$ cat config.mk
export PLATFORM = sky130hd
export DESIGN_NAME = rxsig_serial_buf
export DESIGN_NICKNAME = d
export VERILOG_FILES = /design/src/rtl/rxsig_pkg.sv /design/src/rtl/rxsig_shadow_bank.sv /design/src/rtl/rxsig_active_bank.sv /design/src/rtl/rxsig_bit_sel.sv /design/src/rtl/rxsig_serial_buf.sv
export SDC_FILE = /design/constraint.sdc
export NUM_CORES = 1
export LEC_CHECK = 0
export BUFFER_PORTS_ARGS = -buffer_cell sky130_fd_sc_hd__buf_2
export CAP_MARGIN = 15
export CORE_MARGIN = 4
export CORE_UTILIZATION = 30
export DETAILED_ROUTE_END_ITERATION = 12
export MAX_ROUTING_LAYER = met4
export SLEW_MARGIN = 0
export SYNTH_ARGS = -nofsm -noshare
export SYNTH_HDL_FRONTEND = slang
export SYNTH_HIERARCHICAL = 1
export SYNTH_SLANG_ARGS = --single-unit
$ cat constraint.sdc
create_clock -name clk -period 4.5 [get_ports clk]
set_input_delay 0.225 -clock clk [delete_from_list [all_inputs] [get_ports clk]]
set_output_delay 0.225 -clock clk [all_outputs]
set_load 0.02 [all_outputs]
$ cat src/rtl/rxsig_pkg.sv
package rxsig_pkg;
   typedef enum logic [1:0] {
      FM_T1_ESF = 2'b00,
      FM_T1_SF  = 2'b01,
      FM_E1_CAS = 2'b10,
      FM_OFF    = 2'b11
   } frm_mode_t;
endpackage

$ cat src/rtl/rxsig_shadow_bank.sv
module rxsig_shadow_bank #(
   parameter int MAX_CH = 32,
   parameter int NIB_W  = 4,
   localparam int CH_W  = $clog2(MAX_CH),
   localparam int VEC_W = MAX_CH * NIB_W
) (
   input  logic             clk,
   input  logic             rst_n,
   input  logic             wr_en,
   input  logic [CH_W-1:0]  wr_ch,
   input  logic [NIB_W-1:0] wr_nib,
   output logic [VEC_W-1:0] shadow
);
   for (genvar g = 0; g < MAX_CH; g++) begin : g_slot
      logic hit;
      assign hit = wr_en && (wr_ch == CH_W'(g));
      always_ff @(posedge clk) begin
         if (!rst_n)
            shadow[g*NIB_W +: NIB_W] <= '0;
         else if (hit)
            shadow[g*NIB_W +: NIB_W] <= wr_nib;
      end
   end
endmodule

$ cat src/rtl/rxsig_active_bank.sv
module rxsig_active_bank #(
   parameter int MAX_CH = 32,
   parameter int NIB_W  = 4,
   localparam int VEC_W = MAX_CH * NIB_W
) (
   input  logic             clk,
   input  logic             rst_n,
   input  logic             load,
   input  logic [VEC_W-1:0] shadow,
   output logic [VEC_W-1:0] active
);
   always_ff @(posedge clk) begin
      if (!rst_n)
         active <= '0;
      else if (load)
         active <= shadow;
   end
endmodule

$ cat src/rtl/rxsig_bit_sel.sv
module rxsig_bit_sel
   import rxsig_pkg::*;
#(
   parameter int MAX_CH = 32,
   parameter int NIB_W  = 4,
   parameter int T1_CH  = 24,
   parameter int E1_SIG_TS = 16,
   localparam int CH_W  = $clog2(MAX_CH),
   localparam int VEC_W = MAX_CH * NIB_W
) (
   input  logic [1:0]       mode,
   input  logic             pos_fbit,
   input  logic [CH_W-1:0]  pos_ch,
   input  logic [2:0]       pos_bit,
   input  logic [VEC_W-1:0] active,
   output logic             bit_d
);
   logic [MAX_CH-1:0] t1_ok;
   logic [MAX_CH-1:0] e1_ok;

   for (genvar g = 0; g < MAX_CH; g++) begin : g_mask
      assign t1_ok[g] = (g < T1_CH);
      assign e1_ok[g] = (g != 0) && (g != E1_SIG_TS);
   end

   logic [NIB_W-1:0] nib;
   logic [1:0]       idx;
   logic             low_half;
   logic             esf_bit;
   logic             sf_bit;

   assign nib      = active[pos_ch*NIB_W +: NIB_W];
   assign idx      = pos_bit[1:0];
   assign low_half = pos_bit[2];
   assign esf_bit  = nib[2'd3 - idx];
   assign sf_bit   = nib[2'd3 - {1'b0, idx[0]}];

   always_comb begin
      bit_d = 1'b0;
      if (low_half) begin
         unique case (frm_mode_t'(mode))
            FM_T1_ESF: bit_d = !pos_fbit && t1_ok[pos_ch] && esf_bit;
            FM_T1_SF:  bit_d = !pos_fbit && t1_ok[pos_ch] && sf_bit;
            FM_E1_CAS: bit_d = e1_ok[pos_ch] && esf_bit;
            default:   bit_d = 1'b0;
         endcase
      end
   end
endmodule

$ cat src/rtl/rxsig_serial_buf.sv
module rxsig_serial_buf #(
   parameter int MAX_CH    = 32,
   parameter int NIB_W     = 4,
   parameter int T1_CH     = 24,
   parameter int E1_SIG_TS = 16,
   localparam int CH_W     = $clog2(MAX_CH),
   localparam int VEC_W    = MAX_CH * NIB_W
) (
   input  logic             clk,
   input  logic             rst_n,
   input  logic [1:0]       mode,
   input  logic             wr_en,
   input  logic [CH_W-1:0]  wr_ch,
   input  logic [NIB_W-1:0] wr_nib,
   input  logic             mf_strobe,
   input  logic             freeze,
   input  logic             pos_fbit,
   input  logic [CH_W-1:0]  pos_ch,
   input  logic [2:0]       pos_bit,
   output logic             sig_out
);
   initial begin
      assert (NIB_W == 4) else $error("NIB_W must be 4");
      assert (MAX_CH == 32) else $error("MAX_CH must be 32");
      assert (T1_CH < MAX_CH) else $error("T1_CH out of range");
      assert (E1_SIG_TS < MAX_CH) else $error("E1_SIG_TS out of range");
   end

   logic [VEC_W-1:0] shadow;
   logic [VEC_W-1:0] active;
   logic             load;
   logic             bit_d;

   assign load = mf_strobe && !freeze;

   rxsig_shadow_bank #(.MAX_CH(MAX_CH), .NIB_W(NIB_W)) u_shadow (
      .clk(clk), .rst_n(rst_n), .wr_en(wr_en), .wr_ch(wr_ch),
      .wr_nib(wr_nib), .shadow(shadow)
   );

   rxsig_active_bank #(.MAX_CH(MAX_CH), .NIB_W(NIB_W)) u_active (
      .clk(clk), .rst_n(rst_n), .load(load), .shadow(shadow),
      .active(active)
   );

   rxsig_bit_sel #(.MAX_CH(MAX_CH), .NIB_W(NIB_W), .T1_CH(T1_CH),
                   .E1_SIG_TS(E1_SIG_TS)) u_sel (
      .mode(mode), .pos_fbit(pos_fbit), .pos_ch(pos_ch),
      .pos_bit(pos_bit), .active(active), .bit_d(bit_d)
   );

   always_ff @(posedge clk) begin
      if (!rst_n)
         sig_out <= 1'b0;
      else
         sig_out <= bit_d;
   end
endmodule

After elaboration in Yosys (flattened, before gate mapping)
Memory sizes are Yosys's and may differ from the RTL's.
Cells that the tools add are included.
{"block": "op_classes", "magnitude_cmp": 3, "eq_ne": 33, "reduce_logical": 42, "n_addsub": 2, "n_shift": 1, "n_mux": 7}
{"operator": "indexed part select 128 x 8 -> 4 bit", "count": 1}
{"operator": "equality test 5 bit (second input constant)", "count": 16}
{"operator": "equality test 5 x 4 -> 1 bit (second input constant)", "count": 8}
{"operator": "logical AND 1 bit", "count": 37}
{"operator": "equality test 5 x 3 -> 1 bit (second input constant)", "count": 4}
{"operator": "equality test 5 x 2 -> 1 bit (second input constant)", "count": 2}
{"operator": "less-than comparator 2 x 3 -> 1 bit (second input constant)", "count": 2}
{"operator": "less-than comparator 5 x 6 -> 1 bit (second input constant)", "count": 1}
{"operator": "equality test 5 x 1 -> 1 bit (second input constant)", "count": 1}
{"operator": "zero test 5 bit", "count": 1}
{"operator": "binary-select mux 1 bit (select 2 bit)", "count": 2}
{"operator": "two-way mux 1 bit", "count": 4}
{"operator": "one-hot mux 1 bit (3 select lines)", "count": 1}
{"operator": "equality test 2 x 1 -> 1 bit (second input constant)", "count": 1}
{"operator": "equality test 2 bit (second input constant)", "count": 1}
{"operator": "zero test 1 bit", "count": 2}
{"operator": "zero test 2 bit", "count": 1}
{"operator": "AND reduction 2 bit", "count": 1}
{"operator": "subtractor 2 x 1 -> 2 bit (first input constant)", "count": 1}
{"operator": "subtractor 2 bit (first input constant)", "count": 1}
{"block": "word_totals", "reg_bits": 257, "elab_cells": 124, "mem_bits_ro": 64, "mem_count": 2}
{"memory": "(name not given)", "words": 32, "word_bits": 1, "read_ports": 1, "rd_ports_with_merged_regs": 0, "wr": 0, "line": "rxsig_bit_sel.sv:44", "rtl": "FM_E1_CAS: bit_d = e1_ok[pos_ch] && esf_bit;"}
{"memory": "(name not given)", "words": 32, "word_bits": 1, "read_ports": 1, "rd_ports_with_merged_regs": 0, "wr": 0, "line": "rxsig_bit_sel.sv:42", "rtl": "FM_T1_ESF: bit_d = !pos_fbit && t1_ok[pos_ch] && esf_bit;"}

Longest topological paths before layout
{"block": "logic_depth", "word_depth": 5, "depth_mapped": 10, "ltp_nobuf": 6}

Hierarchy
Netlist, hierarchy kept.
{"module": "rxsig_active_bank", "cells_each": 412, "n_inst": 1, "area_each_um2": 4968.5, "seq_area_each_um2": 2562.5}
{"module": "rxsig_shadow_bank", "cells_each": 466, "n_inst": 1, "area_each_um2": 4757.1, "seq_area_each_um2": 2562.5}
{"module": "rxsig_bit_sel", "cells_each": 99, "n_inst": 1, "area_each_um2": 1286.2, "seq_area_each_um2": 0.0}
{"module": "rxsig_serial_buf", "cells_each": 3, "n_inst": 1, "area_each_um2": 40.0, "seq_area_each_um2": 20.0}

Least setup slack after synthesis
No wires, ideal clock.
{"block": "synth_timing", "kind": "input-to-reg", "from": "input pos_ch[0]", "to": "register sig_out", "arrival_time_ns": 1.834, "required_time_ns": 4.385, "setup_slack_ns": 2.551, "path_buffers": 4, "path_stages": 10, "cell_sequence": "buf_6 > buf_12 > buf_12 > buf_12 > mux4_1 > a22oi_1 > nand3_1 > a41oi_2 > a22oi_1 > and2_1"}
{"block": "synth_via", "elab_chain_cells": 5, "elab_cells_between_ends": 14}
{"element": "start: declaration", "line": "rxsig_serial_buf.sv:18", "rtl": "input logic [CH_W-1:0] pos_ch,"}
{"element": "indexed part select 128 x 8 -> 4 bit / memory (32 x 1 bit) (equally long branches)"}
{"element": "binary-select mux 1 bit (select 2 bit) (tied with other cells)", "line": "rxsig_bit_sel.sv:35", "rtl": "assign esf_bit = nib[2'd3 - idx];"}
{"element": "two-way mux 1 bit (implied by the code) (tied with other cells)", "line": "rxsig_bit_sel.sv:35"}
{"element": "logical AND 1 bit (on tied branches)", "line": "rxsig_bit_sel.sv:44, rxsig_bit_sel.sv:42, rxsig_bit_sel.sv:43"}
{"element": "one-hot mux 1 bit (3 select lines) (*)", "line": "rxsig_bit_sel.sv:41", "rtl": "unique case (frm_mode_t'(mode))"}
{"element": "end signal: assignment", "line": "rxsig_serial_buf.sv:56", "rtl": "sig_out <= bit_d;"}
{"element": "end: declaration", "line": "rxsig_serial_buf.sv:20", "rtl": "output logic sig_out"}
Mark *: on every way between the ends. The rest lies on a longest branch, timed or not. The select of a mux whose other input is x is not followed.
A chain may end at the register's enable or synchronous reset.

Worst setup path in the final report
Ends and elaborated chain as after synthesis.

==> impl_results.md <==
* Dominant cells by area after synthesis: dfxtp_1 (47%), mux2i_1 (24%), nor2b_1 (7.4%)
* DR iter-0 viols at 485
* CP Capture Type: register
* Area leader, netlist: dfxtp_1
* CP max FO at 24
* Most common cell in the netlist: mux2i_1
* Buffers on Ports at 25
* Sinks on Clock Net at about 260
* R2R setup slack at 2.58 ns
* Unrepaired setup endpoints after global routing: no
* Placed instance area at 11200 um^2
* Worst-Margin Slew at around 1.0 ns
* Most frequent CP cell: a22oi_1
* H-tree levels at 1
* Syn Area/Cell at 11.3 um^2
* Clk buf depth at 3
* Highest metal used: met4
* Worst Path Required at 4.92 ns
* Final period util at 45.1%
* Die extent in x at 200 um
* Main combinational cell family by area after synthesis: multiplexers
* Antenna violations before repair at 1
* Crit path to: sig_out$_SDFF_PN0_
* Register bit count reported by yosys at 257
* Die height at between 150 and 200 um
* Routed Antenna Nets at 0
* Net Sw Frac at a little over a fifth
* Layout cells sized above 1 at under 10%
* Startpoint types: primary input
* Max Cap Viol at 0
* CTS tree: done
* Crit path from: pos_ch[0]
* Reg-to-Reg End: sig_out$_SDFF_PN0_
* GRT overflow at 0
* Worst-case reg-to-reg path depth at 6
* Post-route minimum period at 2.03 ns
* First-pass DRT Iterations at 5
* CP max stage delay at 0.56 ns
* Clk_skew at 0.00756 ns
* CP Depth at 8
* Synthesized cell area at 11100 um^2
* Worst-path clk slew at ~0.06 ns
* Hold_buf cts at 0
* Comb power frac at 4.9%
* Critical path class: in -> reg
* Finished Cell Area at approximately 12000 um^2
* Post-Syn Nets at 1005
* Hold WC Path Type: in -> reg
* CTS Root Cell: clkbuf_16
* Async SR Flop Fraction at 0%
* Number of synthesized flops with an enable pin at 0
* Internal at 0.00383 W
* Yosys warns at 6
* Crit path cell chain: buf_2 > buf_4 > mux4_2 > a22oi_1 > nand3_1 > a41oi_2 > a22oi_1 > and2_1
* Rel. slew slack at 30.2%
* Area grow syn2layout at 10.1%
* Synth Area in Compound Gates at around 1.8%
* Family with the most delay on the worst path: buffers and inverters
* Synth Flop Type: dfxtp_1
* Critical Path AT at 2.46 ns
* Fill cell count at roughly 3600
* Fmax at around 490 MHz
* Vias in the first global route at 6747
* Fin. max-slew vios at 0
* Site Rows at 70
* Met3 wire len at 1.16 mm
* Synth cell types at 44
* Seq pwr share at 46.9%
* Starting Density at 30.3%
* Psw at 0.00106 W
* Dpl hpwl at ~16 mm
* Synth Area in XOR/XNOR at 0%
* Cts bufs inserted at 28
* Final WL at 25.8 mm
* Avg WL per Cell at 17.7 um
* Post-CTS setup buffers at 0
* Clock network fraction of total power at between 40% and 50%
* WL met2 at 11.7 mm
* Largest net degree at the start of global routing at 129
* Post-CTS resize count at 0
* Clock Latency Late Sink at about 0.54 ns
* Status: finished clean
* PD cells at 402 nW/um^2
* Gr usage total at 13.2%
* DRC violations left at 0
* Setup tns final at 0 ns
* Commonest cells post-synth: mux2i_1 (270), dfxtp_1 (257), nand2_1 (146)
* Die area at ~40000 um^2
* # nets final at 992
* Vias at around 7000
* Wl on met1 at 12.2 mm
* Critical path's slowest cell: buf_2
* Core footprint at 36400 um^2
* GP Congestion at 0.848
* Post-Synth Adder-Cell Area at 0%
* Hold Fails Final Rpt at 0
* Synth Area in Simple Gates at 15.3%
* I/O Pins at 26
* Final setup fails at 0
* First-pass GRT wire length at between 40 and 50 mm
* Reg-to-reg critical path startpoint: u_active/active[112]$_SDFFE_PN0P_
* Top cell type's share of synthesized area at 46.6%
* Leak at 4.74 nW
* Cells after Synth at about 1000
* Mux contribution to synthesized area at 30.7%
* Via/cell ratio at 4.73
* Bufs and invs on worst path at 2
* Worst VDD drop at 219 uV
* Sequential share of the synthesized area at 46.6%
-- layout make-up --
| type | instances | area (um^2) | share of cell area, % |
|---|---|---|---|
| Sequential cell | 257 | 5140 | 42.3 |
| Clock buffer | 39 | 793 | 6.52 |
| Clock inverter | 12 | 163 | 1.34 |
| Multi-Input combinational cell | 649 | 5290 | 43.5 |
| Inverter | 2 | 7.51 | 0.0617 |
| Timing Repair Buffer | 29 | 174 | 1.43 |
| Tap cell | 468 | 586 | 4.81 |
| Antenna cell | 1 | 2.50 | 0.0206 |
-- cell families after synthesis --
logic type,Yosys count
simple gates,326
flops,257
compound gates,23
mux,300
buf+inv,74
-- worst register-to-register path, delay by kind of cell (launching register included) --
family | cells | cell delay [ns]
DFF | 1 | 0.34
and+or+nand+nor | 1 | 0.14
muxes | 2 | 0.80
AOI/OAI and AO/OA | 3 | 0.53
-- worst min-delay path by stage --
stage | startpoint | end | slack (ns) | cells after the start
finish | rst_n | u_shadow/shadow[103]$_SDFFE_PN0P_ | 0.11 | 3
global route | rst_n | u_active/active[125]$_SDFFE_PN0P_ | 0.15 | 2
CTS | rst_n | u_shadow/shadow[103]$_SDFFE_PN0P_ | 0.11 | 3
detailed placement | u_shadow/shadow[104]$_SDFFE_PN0P_ | u_shadow/shadow[104]$_SDFFE_PN0P_ | 0.45 | 2
global placement | u_shadow/shadow[107]$_SDFFE_PN0P_ | u_shadow/shadow[107]$_SDFFE_PN0P_ | 0.44 | 2
floorplan | rst_n | sig_out$_SDFF_PN0_ | 0.35 | 1
-- per-layer routing --
metal | global-route usage (%) | up-vias
li1 | - | 3373
met1 | 18.1 | 3350
met2 | 20.0 | 129
met3 | 2.15 | 45
met4 | 4.30 | 0
met5 | - | -
-- flip-flops by register name (all words and copies together), names as in the netlist --
| name | count |
|---|---|
| u_shadow/shadow | 128 |
| sig_out | 1 |
| u_active/active | 128 |
-- stage by stage --
stage	setup slack (ns)	power, W	instances	hold WS [ns]	utilization (%)
floorplan	2.55	0.00255	980	0.352	-
global placement	1.92	0.00258	1405	0.441	30.8
detailed placement	1.92	0.00259	1405	0.449	30.8
CTS	2.48	0.00495	1456	0.108	33.4
global route	2.35	0.00506	1457	0.145	33.4
finish	2.47	0.00489	1457	0.111	33.4
-- power by group through the flow --
stage	sequential, W	combinational [W]	clock [W]
after global placement	0.00234	0.000242	0
after detailed placement	0.00234	0.000243	0
after floorplan	0.00234	0.000207	0
after CTS	0.00229	0.000243	0.00242
after global routing	0.00229	0.000258	0.00251
final	0.00229	0.000242	0.00236
-- cells in the final DEF (no fill, tap or decap), types with 2 or more instances in the layout --
cell type / synthesis / layout
buf_2: 13 / 24
inv_1: 2 / 2
clkbuf_1: 29 / 7
and4bb_2: 3 / 3
a221oi_1: 5 / 5
mux2_2: 5 / 5
or3_1: 3 / 3
nor2b_1: 131 / 131
nand2b_1: 6 / 6
o221ai_1: 6 / 6
buf_4: 3 / 3
clkinv_2: 0 / 7
mux4_1: 19 / 19
dfxtp_1: 257 / 257
nand2_1: 146 / 142
and2b_1: 2 / 2
nand4_1: 2 / 2
nor2_1: 14 / 14
a22oi_1: 4 / 4
and2_1: 3 / 3
clkbuf_8: 0 / 3
clkbuf_16: 0 / 29
nand3_1: 5 / 5
nand4b_1: 3 / 3
nand2_2: 0 / 4
bufinv_16: 0 / 4
mux4_2: 6 / 6
mux2i_1: 270 / 270
No activity file was read; power rests on OpenSTA's default activity.
